--- config.mk ---
export PLATFORM = sky130hd
export DESIGN_NAME = sigv_switch_seq
export DESIGN_NICKNAME = d
export VERILOG_FILES = /design/src/rtl/sigv_pkg.sv /design/src/rtl/sigv_req_gate.sv /design/src/rtl/sigv_sync.sv /design/src/rtl/sigv_settle_timer.sv /design/src/rtl/sigv_switch_seq.sv
export SDC_FILE = /design/constraint.sdc
export NUM_CORES = 1
export LEC_CHECK = 0
export BUFFER_PORTS_ARGS = -buffer_cell sky130_fd_sc_hd__buf_2
export CAP_MARGIN = 20
export CORE_ASPECT_RATIO = 1.2
export CORE_MARGIN = 2
export CORE_UTILIZATION = 62
export DETAILED_ROUTE_END_ITERATION = 10
export PLACE_DENSITY = 0.82
export SLEW_MARGIN = 30
export SYNTH_ARGS = -nofsm -noshare
export SYNTH_HDL_FRONTEND = slang
export SYNTH_SLANG_ARGS = --single-unit
export TNS_END_PERCENT = 50
--- constraint.sdc ---
create_clock -name clk -period 3.2 [get_ports clk]
set_input_delay 0.32 -clock clk [delete_from_list [all_inputs] [get_ports clk]]
set_output_delay 0.32 -clock clk [all_outputs]
set_load 0.01 [all_outputs]
--- src/rtl/sigv_pkg.sv ---
package sigv_pkg;
  typedef enum logic [1:0] {
    SW_IDLE = 2'd0,
    SW_RISE = 2'd1,
    SW_FALL = 2'd2
  } sw_state_t;

  localparam int CAP_W = 3;
endpackage

--- src/rtl/sigv_req_gate.sv ---
module sigv_req_gate #(
  parameter int CAP_W = 3
) (
  input  logic             wr,
  input  logic             wdata,
  input  logic [CAP_W-1:0] caps,
  input  logic             cur_en,
  input  logic             idle,
  output logic             go_low,
  output logic             go_high
);
  // A write only counts when idle and when it changes the bit.
  always_comb begin
    go_low  = idle && wr && wdata && !cur_en && (|caps);
    go_high = idle && wr && !wdata && cur_en;
  end
endmodule

--- src/rtl/sigv_sync.sv ---
module sigv_sync #(
  parameter int STAGES = 2
) (
  input  logic clk,
  input  logic rst,
  input  logic d,
  output logic q
);
  logic [STAGES-1:0] sr;

  generate
    if (STAGES == 1) begin : g_one
      always_ff @(posedge clk) begin
        if (rst) sr <= '0;
        else     sr <= d;
      end
    end else begin : g_many
      always_ff @(posedge clk) begin
        if (rst) sr <= '0;
        else     sr <= {sr[STAGES-2:0], d};
      end
    end
  endgenerate

  assign q = sr[STAGES-1];
endmodule

--- src/rtl/sigv_settle_timer.sv ---
module sigv_settle_timer #(
  parameter int LIMIT = 500000
) (
  input  logic clk,
  input  logic rst,
  input  logic start,
  input  logic run,
  output logic expire
);
  localparam int CW = $clog2(LIMIT + 1);
  localparam logic [CW-1:0] LAST = CW'(LIMIT - 1);

  logic [CW-1:0] cnt;

  always_ff @(posedge clk) begin
    if (rst)        cnt <= '0;
    else if (start) cnt <= '0;
    else if (run && cnt != LAST) cnt <= cnt + 1'b1;
  end

  assign expire = run && (cnt == LAST);

  // the window counter never passes its terminal count
  p_cnt_bound_r8: assert property (@(posedge clk) disable iff (rst)
    run |-> (cnt <= LAST));
endmodule

--- src/rtl/sigv_switch_seq.sv ---
module sigv_switch_seq #(
  parameter int CLK_HZ      = 100_000_000,
  parameter int SETTLE_US   = 5000,
  parameter int SYNC_STAGES = 2
) (
  input  logic clk,
  input  logic rst,
  input  logic ctl_wr,
  input  logic ctl_wdata,
  input  logic cap_sdr50,
  input  logic cap_sdr104,
  input  logic cap_ddr50,
  input  logic vio_low_ok,
  output logic vio_sel_low,
  output logic sig18_en,
  output logic busy,
  output logic sw_fail
);
  import sigv_pkg::*;

  localparam int SETTLE_CYCLES = (CLK_HZ / 1_000_000) * SETTLE_US;

  sw_state_t          state;
  logic [CAP_W-1:0]   caps;
  logic               go_low, go_high, pg_q, expire, idle;

  assign caps = {cap_ddr50, cap_sdr104, cap_sdr50};
  assign idle = (state == SW_IDLE);

  sigv_req_gate #(.CAP_W(CAP_W)) gate_i (
    .wr(ctl_wr), .wdata(ctl_wdata), .caps(caps), .cur_en(sig18_en),
    .idle(idle), .go_low(go_low), .go_high(go_high)
  );

  sigv_sync #(.STAGES(SYNC_STAGES)) sync_i (
    .clk(clk), .rst(rst), .d(vio_low_ok), .q(pg_q)
  );

  sigv_settle_timer #(.LIMIT(SETTLE_CYCLES)) timer_i (
    .clk(clk), .rst(rst), .start(go_low || go_high), .run(!idle),
    .expire(expire)
  );

  always_ff @(posedge clk) begin
    if (rst) begin
      state       <= SW_IDLE;
      sig18_en    <= 1'b0;
      vio_sel_low <= 1'b0;
      sw_fail     <= 1'b0;
    end else begin
      case (state)
        SW_IDLE: begin
          if (go_low) begin
            sig18_en    <= 1'b1;
            vio_sel_low <= 1'b1;
            sw_fail     <= 1'b0;
            state       <= SW_RISE;
          end else if (go_high) begin
            sig18_en    <= 1'b0;
            vio_sel_low <= 1'b0;
            sw_fail     <= 1'b0;
            state       <= SW_FALL;
          end
        end
        SW_RISE: begin
          if (pg_q) begin
            state <= SW_IDLE;
          end else if (expire) begin
            sig18_en    <= 1'b0;
            vio_sel_low <= 1'b0;
            sw_fail     <= 1'b1;
            state       <= SW_IDLE;
          end
        end
        SW_FALL: begin
          if (!pg_q) begin
            state <= SW_IDLE;
          end else if (expire) begin
            sw_fail <= 1'b1;
            state   <= SW_IDLE;
          end
        end
        default: state <= SW_IDLE;
      endcase
    end
  end

  assign busy = !idle;

  // an accepted request for 1.8 V starts a switch next cycle
  p_start_low_r2: assert property (@(posedge clk) disable iff (rst)
    (!busy && ctl_wr && ctl_wdata && !sig18_en &&
     (cap_sdr50 || cap_sdr104 || cap_ddr50)) |=> (busy && sig18_en && vio_sel_low));

  // no capability means the bit stays 0
  p_nocap_r3: assert property (@(posedge clk) disable iff (rst)
    (!busy && ctl_wr && ctl_wdata && !sig18_en &&
     !cap_sdr50 && !cap_sdr104 && !cap_ddr50) |=> (!sig18_en && !busy));

  // a write during a switch only sees the bit move by a self-clear
  p_ignore_busy_r5: assert property (@(posedge clk) disable iff (rst)
    (busy && ctl_wr) |=> ((sig18_en == $past(sig18_en)) || (!sig18_en && sw_fail)));

  // the bit only drops without a write when the switch failed
  p_selfclear_r9: assert property (@(posedge clk) disable iff (rst)
    ($fell(sig18_en) && $past(busy)) |-> (sw_fail && !vio_sel_low));

  // rewriting the held value does not start a switch
  p_same_value_r6: assert property (@(posedge clk) disable iff (rst)
    (!busy && ctl_wr && (ctl_wdata == sig18_en)) |=> !busy);
endmodule

==> results.sh <==
export IMPL_start_util_pct=66.06
export IMPL_finalCoreUtilization_pct=70.95
export IMPL_crit_type="reg -> reg"
export IMPL_syn_instance_count=160
export IMPL_drv_slew=0
export IMPL_synth_seq_area_share_pct=36.56
export IMPL_fin_nets=185
export IMPL_ctsResizeCount=0
export IMPL_die_y_um=55.47
export IMPL_endpoint_kind="flop"
export IMPL_hold_path_depth=2
export IMPL_die_area_mm2=0.002601
export IMPL_crit_start="state[0]$_SDFFE_PP0P_"
export IMPL_rsz0062_at_grt="false"
export IMPL_cts_sinks=25
export IMPL_vias=1204
export IMPL_rr_worst_depth=6
export IMPL_wl_per_cell_um=14.09
export IMPL_r2r_start="state[0]$_SDFFE_PP0P_"
export IMPL_tns_ns=0
export IMPL_drc=0
export IMPL_cp_max_fo=16
export IMPL_fin_crit_ns=2.259
export IMPL_grt_max_degree=17
export IMPL_avgSynthCellArea_um2=8.555
export IMPL_area_growth_pct=7.404
export IMPL_yosysWarnings=0
export IMPL_die_w_um=46.89
export IMPL_synthFlopType="dfxtp_1"
export IMPL_dp_hpwl_um=2141
export IMPL_start_kind="flop"
export IMPL_cts_hold_buf=0
export IMPL_htreeDepth=1
export IMPL_critical_path_arrival_ns=2.53
export IMPL_drv_cap=0
export IMPL_postCtsSetupBuffers=0
export IMPL_hp_start="vio_low_ok"
export IMPL_cts_max_path_buffers=2
export IMPL_cts_root_buf="clkbuf_4"
export IMPL_cts_tree="yes"
export IMPL_rows=18
export IMPL_grt_overflow_total=0
export IMPL_totalWireLength_um=2833
export IMPL_p_leak_nw=0.5745
export IMPL_coreArea_mm2=0.002072
export IMPL_peakVddDrop_mv=0.3292
export IMPL_drive_gt1_share_pct=15.20
export IMPL_syn_cell_area_mm2=0.001369
export IMPL_grt_pass1_vias=1152
export IMPL_setup_viol=0
export IMPL_hp_class="in -> reg"
export IMPL_status="completed"
export IMPL_synth_distinct_cells=41
export IMPL_path_clk_slew_ns=0.14
export IMPL_hold_path_end="sync_i.sr[0]$_SDFF_PP0_"
export IMPL_io_pins=12
export IMPL_power_density_mw_per_mm2=361.8
export IMPL_nFillCells=174
export IMPL_fmax_mhz=442.7
export IMPL_grt_usage_pct=24.04
export IMPL_insertion_delay_ns=0.33
export IMPL_place_congestion=0.8512
export IMPL_cts_made_buffers=3
export IMPL_tightest_slew_ns=0.6851
export IMPL_clock_skew_ns=0.008195
export IMPL_period_share_pct=70.59
export IMPL_maxSlewHeadroom_pct=54.12
export IMPL_hold_violations=0
export IMPL_ys_ff_latch=25
export IMPL_synth_nets=173
export IMPL_drtAntennaViolNets=0
export IMPL_seqCellArea_um2=500.5
export IMPL_firstDrtPassIters=4
export IMPL_antenna_found_initial=0
export IMPL_synthArstFlopShare_pct=0
export IMPL_synth_edf_count=0
export IMPL_timing_rr_end="timer_i.cnt[18]$_SDFFE_PP0P_"
export IMPL_required_ns=3.47
export IMPL_first_iter_violations=34
export IMPL_port_buffers=11
export IMPL_r2r_slack_ns=0.94
export IMPL_multi_input_area_um2=827.0
export IMPL_grt_pass1_wl_um=4754
export IMPL_n_antenna_cell=0
export IMPL_viasPerCell=5.990
## area by class of cell
cell class	count	share of cell area, %
multi-input combinational	125	56.26
timing repair buffer	11	3.745
clock inverter	1	0.3404
inverter	6	1.532
clock buffer	3	1.532
tap	30	2.553
sequential	25	34.04
## critical path, cell delays in order (launching register included)
cell and delay, ns:
dfxtp_1 0.41, inv_1 0.09, ha_1 0.40, nor2_1 0.48
nand2_1 0.16, or4_1 0.50, a21oi_1 0.15
## cell usage in the layout, fill, tap and decap left out, types with 2 or more instances in the layout
cell type  count
a21oi_1        7
or4_1          4
mux2i_1        2
and4b_1        2
nor2_1        15
or3_1          2
a31oi_1        2
xnor2_1        3
o21ai_0        4
a211oi_1       2
xor2_1         7
and3_1         2
nor4b_2        2
or3_4          2
nand4_1        6
inv_1          6
dfxtp_1       25
ha_1           5
clkbuf_4       3
nor2b_1        3
nand2_1       19
o31ai_1        4
nand3_1        8
nand4_2        2
nand2b_1       3
buf_2         11
nor3_1         5
## power breakdown
| part | total [mW] | internal (mW) | switching [mW] |
|---|---|---|---|
| Combinational | 0.0664 | 0.0233 | 0.0431 |
| Sequential | 0.322 | 0.317 | 0.00519 |
| Clock | 0.143 | 0.0470 | 0.0965 |
| Total | 0.532 | 0.387 | 0.145 |
## cells in the mapped netlist (2+ instances only)
cell / n / share of area (%)
nand4_2: 2 / 1.8
a21oi_1: 7 / 2.6
a211oi_1: 2 / 1.1
or3_4: 2 / 1.6
or3_1: 2 / 0.91
ha_1: 5 / 4.6
o21ai_0: 4 / 1.5
or4_1: 4 / 2.2
mux2i_1: 2 / 1.5
xor2_1: 7 / 4.5
nor2b_1: 3 / 1.4
dfxtp_1: 25 / 37
xnor2_1: 3 / 1.9
nor2_1: 15 / 4.1
o31ai_1: 4 / 2.2
nor3_1: 5 / 1.8
nand2b_1: 3 / 1.4
and3_1: 2 / 0.91
nor4b_2: 2 / 2.2
nand2_1: 19 / 5.2
nand4_1: 6 / 2.7
clkbuf_1: 3 / 0.82
inv_1: 6 / 1.6
and4b_1: 2 / 1.5
nand3_1: 8 / 2.9
a31oi_1: 2 / 0.91
## kinds of logic after synthesis
family	count (synthesis)	synth area share (%)
buf+inv	10	3.016
flops	25	36.56
xor+xnor	10	6.399
mux	3	2.285
fa+ha+maj	5	4.570
compound gates	27	12.89
simple gates	80	34.28
## routing by layer
layer  GRT usage, %  routed length [um]
met5              0                   0
met4          7.937                  43
met3          2.941                  74
met2          41.68                1542
met1          29.13                1171
## stage by stage
step                      std cells  instance area (um2)  hold slack, ns  setup slack [ns]  power [mW]
final                           201                 1470          0.2305            0.9411      0.5319
after detailed placement        197                 1443          0.4310             1.018      0.3951
after global placement          197                 1443          0.4168             1.127      0.3911
after floorplan                 160                 1369          0.4138             1.414      0.3763
after global routing            201                 1470          0.2221            0.8110      0.5544
after CTS                       201                 1470          0.2421            0.9800      0.5304
## worst max-delay path by stage
stage	slack, ns	to	depth (start not counted)
6_report	0.94	timer_i.cnt[18]$_SDFFE_PP0P_	6
5_1_grt	0.81	timer_i.cnt[18]$_SDFFE_PP0P_	6
4_1_cts	0.98	timer_i.cnt[18]$_SDFFE_PP0P_	6
3_5_place_dp	1.02	timer_i.cnt[18]$_SDFFE_PP0P_	6
3_3_place_gp	1.13	timer_i.cnt[18]$_SDFFE_PP0P_	6
2_1_floorplan	1.41	timer_i.cnt[18]$_SDFFE_PP0P_	6
## flip-flops by register name (all words and copies together), names as in the netlist
name         cells
state            2
timer_i.cnt     19
sig18_en         1
sw_fail          1
sync_i.sr        2
Power figures use the tool's default switching activity.
